==> src/rtl/uart_irq_unit.sv <==
module uart_irq_unit #(
  parameter int DW  = 16,
  parameter int AW  = 2,
  parameter int ENW = 3,
  parameter int BW  = 8
) (
  input  logic          clk,
  input  logic          rst_n,
  input  logic [AW-1:0] addr,
  input  logic          wr_en,
  input  logic [DW-1:0] wdata,
  output logic [DW-1:0] rdata,
  input  logic [5:0]    line_stat,
  output logic          rx_req,
  output logic          tx_req,
  output logic          ls_req,
  output logic [BW-1:0] divisor_hi,
  output logic [BW-1:0] line_ctrl
);
  localparam logic [AW-1:0] OFF_SHARED = AW'(0);
  localparam logic [AW-1:0] OFF_ID     = AW'(1);
  localparam logic [AW-1:0] OFF_LCTL   = AW'(2);
  localparam int            SEL_BIT    = BW - 1;
  localparam logic [3:0]    ID_NONE    = 4'h1;
  localparam logic [3:0]    ID_TX      = 4'h2;
  localparam logic [3:0]    ID_RX      = 4'h4;
  localparam logic [3:0]    ID_LS      = 4'h6;

  logic [ENW-1:0] en_q;
  logic [BW-1:0]  dlh_q, lcr_q;
  logic           sel_div;
  logic [3:0]     id_code;

  assign sel_div = lcr_q[SEL_BIT];

  always_ff @(posedge clk or negedge rst_n) begin
    if (!rst_n) begin
      en_q  <= '0;
      dlh_q <= '0;
      lcr_q <= '0;
    end else if (wr_en) begin
      if (addr == OFF_SHARED && !sel_div) en_q  <= wdata[ENW-1:0];
      if (addr == OFF_SHARED &&  sel_div) dlh_q <= wdata[BW-1:0];
      if (addr == OFF_LCTL)               lcr_q <= wdata[BW-1:0];
    end
  end

  assign rx_req = en_q[0] & line_stat[0];
  assign tx_req = en_q[1] & line_stat[5];
  assign ls_req = en_q[2] & (|line_stat[4:1]);

  always_comb begin
    if      (ls_req) id_code = ID_LS;
    else if (rx_req) id_code = ID_RX;
    else if (tx_req) id_code = ID_TX;
    else             id_code = ID_NONE;
  end

  always_comb begin
    case (addr)
      OFF_SHARED: rdata = sel_div ? DW'(dlh_q) : DW'(en_q);
      OFF_ID:     rdata = DW'(id_code);
      OFF_LCTL:   rdata = DW'(lcr_q);
      default:    rdata = '0;
    endcase
  end

  assign divisor_hi = dlh_q;
  assign line_ctrl  = lcr_q;
endmodule


==> config.mk <==
export PLATFORM = sky130hd
export DESIGN_NAME = uart_irq_unit
export DESIGN_NICKNAME = d
export VERILOG_FILES = /design/src/rtl/uart_irq_unit.sv
export SDC_FILE = /design/constraint.sdc
export NUM_CORES = 1
export LEC_CHECK = 0
export ABC_AREA = 1
export BUFFER_PORTS_ARGS = -buffer_cell sky130_fd_sc_hd__buf_2
export CAP_MARGIN = 20
export CORE_MARGIN = 1.5
export CORE_UTILIZATION = 46
export DETAILED_ROUTE_END_ITERATION = 6
export GPL_TIMING_DRIVEN = 1
export PLACE_DENSITY = 0.95
export SLEW_MARGIN = 0
export SYNTH_ARGS = -nofsm -noshare
export SYNTH_HDL_FRONTEND = slang
export SYNTH_SLANG_ARGS = --single-unit
==> constraint.sdc <==
create_clock -name clk -period 2.9 [get_ports clk]
set_clock_uncertainty 0.1 [all_clocks]
set_input_delay 0.435 -clock clk [delete_from_list [all_inputs] [get_ports clk]]
set_output_delay 0.435 -clock clk [all_outputs]
set_load 0.05 [all_outputs]
Yosys cells after proc, flatten, opt, wreduce, memory -nomap -nowiden

Cells that the tools add are included.

Flip-flop bits (word level): 19
Input port bits: 27
Output and inout port bits: 35
Logic and storage cells: 21

Equal/unequal tests: 2
Multiplexer cells: 5
Bitwise operators: 3
Reduce and logical (&&, ||, !) cells: 8

Operators with widths:

| operator                                                              | count |
|---|---|
| 8-bit case mux with 3 select lines                                    | 1 |
| 8-bit two-way mux                                                     | 1 |
| 3-bit two-way mux                                                     | 2 |
| 2-bit AND reduction                                                   | 3 |
| 4-bit OR reduction                                                    | 1 |
| 1-bit AND                                                             | 3 |
| 2-bit by 1-bit equality test with 1-bit output, second input constant | 1 |
| 2-bit equality test, second input constant                            | 1 |
| 1-bit logical AND                                                     | 2 |
| 2-bit logical NOT                                                     | 1 |
| 2-bit two-way mux                                                     | 1 |
| 1-bit logical NOT                                                     | 1 |

Logic depth before layout (Yosys ltp)

Word-level depth: 5
Gate-level depth with buffers: 7

Worst setup path after synthesis

Ideal clock, no wire load.

Path type: register -> output
From: reg lcr_q[7] (netlist: line_ctrl[7])
To: out rdata[7]
Arrival time: 1.570 ns
Required time: 2.365 ns
Setup slack: 0.795 ns
Stages on the path, launching flop included: 4
Buffers on the path: 1
Cells stage by stage: dfrtp_1 -> buf_4 -> nand2_2 -> nor2_1

Word-level cells in the longest chain between the ends: 2

Ends and longest elaborated chain:

| item                                   | line | RTL |
|---|---|---|
| from (decl)                            | 30   | `logic [BW-1:0] dlh_q, lcr_q;` |
| from (signal assigned)                 | 44   | `if (addr == OFF_LCTL) lcr_q <= wdata[BW-1:0];` |
| 8-bit two-way mux                      | 61   | `OFF_SHARED: rdata = sel_div ? DW'(dlh_q) : DW'(en_q);` |
| 8-bit case mux with 3 select lines (*) | 60   | `case (addr)` |
| to (decl)                              | 12   | `output logic [DW-1:0] rdata,` |

Every way passes the cells marked *; elsewhere a longest branch is shown, timed or not.

Worst setup path in the final report

From: reg lcr_q[7] (netlist: line_ctrl[7])
To: out rdata[3]

Word-level cells in the longest chain between the ends: 2

Ends and longest elaborated chain:

| item                               | line |
|---|---|
| 8-bit two-way mux                  | 61 |
| 8-bit case mux with 3 select lines | 60 |

No other way between the ends.

==> qor.yml <==
power_and_ir_drop:
  power_density_mw_per_mm2: 796
  p_comb_frac: 0.499
  power.internal_w: 0.000497
  seq_power_share: 0.376
  switching_power_w: 0.000528
  clockPowerShare: 0.125
  ir_worst_vdd_mv: 0.473
  leakage_nw: 0.753
  swShare: 0.515
grt:
  grt_pass1_wl_um: 3470
  antenna_found_initial: 0
  grt_overflow_total: 0
  grt_pass1_vias: 800
  groute.usage.overall: 0.178
  grt_max_degree: 20
synth:
  netlist_top_cells_area: "dfrtp_1 45%, nand2_1 12%, o21ai_2 6.7%"
  yosys.area.top_type: "dfrtp_1"
  ys.warnings.count: 0
  synth_cell_types: 19
  synth_area_mm2: 0.00105
  syn_inst: 126
  ys_ff_latch: 19
  synth_top_area_frac: 0.451
  syn_avg_cell_area_um2: 8.36
  seq_area_frac_synth: 0.451
drt:
  firstDrtPassIters: 4
  drc: 0
  drt-total-wl_um: 2120
  via_per_inst: 4.61
  drt_iter0_drc: 12
  vias: 922
  routedWlPerCell_um: 10.6
  ant_nets: 0
setup_path:
  reg2reg_to: "divisor_hi[3]"
  cp_top_family: "flip-flops"
  critPathLaunch: "line_ctrl[7]"
  worstRegToRegCells: 5
  slowest_stage: "dfrtp_1"
  critPathMaxStageDelay_ns: 0.55
  cp-end-kind: "output port"
  critPathMaxFanout: 10
  reg2reg_slack_ns: 1.42
  critPathRequiredTime_ns: 2.37
  arrival_ns: 1.55
  critPathBufInv: 1
  crit_chain: "nand2_2, nor2_4, a22o_2, buf_2"
  crit_type: "reg -> out"
  startpoint_type: "flip-flop"
  reg2reg_from: "line_ctrl[7]"
die:
  die_x_um: 50.9
  die_area_mm2: 0.00259
  initial_core_util: 0.481
  rows: 17
  core_area_mm2: 0.00219
  die_y_um: 50.9
  ios: 62
run_status:
  outcome: "completed"
placement:
  post-dp-hpwl_um: 1630
  port_buffers: 45
  dp.cells: 195
  globalplace.congestion: 0.779
final_layout:
  layout-drive-gt1-share: 0.395
  layout.cells.non_filler: 200
  areaGrowthSynthToFinish_pct: 22.1
  antenna_cells: 0
  final_common_cell: "buf_2"
  final_cell_mix: "45 x buf_2, 35 x nand2_1, 19 x dfrtp_1, 15 x inv_1"
  layout.nets: 200
  final_util: 0.587
sta:
  period_needed_ns: 2.08
  rsz0062_at_grt: "no"
  min_period_over_period: 0.719
  setup_viol: 0
  fin_setup_tns_ns: 0
  finalHoldViolations: 0
  maxSlewViolCount: 0
  fmaxAchievable_mhz: 480
clock_network:
  clockBufferDepth: 2
  clk_pin_slew_ns: 0.10
  cts_max_level: 1
  cts_root_buf: "clkbuf_4"
  cts_tree: "done"
  worstSkewPairLatency_ns: 0.28
  cts_buffers: 3
  cts.sinks: 19
job:
  drv_cap: 0
hold_path:
  whs_path_depth: 3
  hold_path.startpoint: "wdata[5]"
  hold_class: "in -> reg"
  holdPathEnd: "line_ctrl[5]"
[sequential cells by signal (all words and copies together) (netlist names)]
register	count
en_q	3
divisor_hi	8
line_ctrl	8
[worst min-delay path, delay by kind of cell]
| family | cells | cell delay [ns] |
|---|---|---|
| buf+inv | 2 | 0.17 |
| compound gates | 1 | 0.06 |
[logic make-up after synthesis]
logic type,share of synthesized area
compound gates,0.178
buf+inv,0.143
flops,0.451
other cells,0.00356
simple gates,0.224
[routing by layer]
metal / GRT usage / wire length, um / up-vias
met5: 0 / 0 / -
met4: 0.0541 / 0 / 0
met3: 0.0380 / 153 / 0
met2: 0.298 / 999 / 41
met1: 0.231 / 968 / 403
li1: - / - / 478
[per-stage QoR]
stage	setup WS [ns]	area [um^2]	total power (W)	hold WS [ns]
floorplan	0.795	1080	0.000795	0.0394
global placement	0.964	1250	0.000890	0.285
detailed placement	0.949	1250	0.000903	0.294
CTS	0.821	1290	0.00103	0.294
global route	0.701	1290	0.00108	0.283
finish	0.816	1290	0.00102	0.303
[final cells by class]
| type | instances | area, um^2 |
|---|---|---|
| multi-input combinational | 87 | 454 |
| fill | 229 | 905 |
| clock buffer | 4 | 26.3 |
| timing repair buffer | 46 | 235 |
| tap | 28 | 35.0 |
| sequential | 19 | 475 |
| inverter | 16 | 60.1 |
[power groups by stage]
stage          logic [W]  clock network (W)  registers (W)
4_1_cts         0.000515           0.000132       0.000385
2_1_floorplan   0.000230                  0       0.000565
3_3_place_gp    0.000504                  0       0.000386
5_1_grt         0.000543           0.000148       0.000394
6_report        0.000511           0.000128       0.000385
3_5_place_dp    0.000514                  0       0.000388
[synth_stat cells]
master,count
nand2_1,35
dfrtp_1,19
inv_1,15
buf_4,9
o21ai_1,8
o21ai_2,8
nor2_1,6
o21ai_0,6
a22o_2,4
nand2_2,4
buf_6,2
nand3_1,2
nor2_4,2
a21boi_0,1
conb_1,1
inv_2,1
nand2_4,1
nand3b_1,1
nand4_1,1
[worst max-delay path by stage]
stage	to	slack (ns)	cells after the start
final	rdata[3]	0.82	4
after global routing	rdata[5]	0.70	4
after CTS	rdata[3]	0.82	4
after detailed placement	rdata[0]	0.95	7
after global placement	rdata[0]	0.96	7
after floorplan	rdata[7]	0.80	3
[timing repair]
item / CTS / global route
gates resized for setup: 0 / 0
endpoints found under the hold margin: 19 / 0
setup buffers: 0 / 0
hold buffers: 1 / 0
Note: power is estimated with default switching activity, not from simulation.
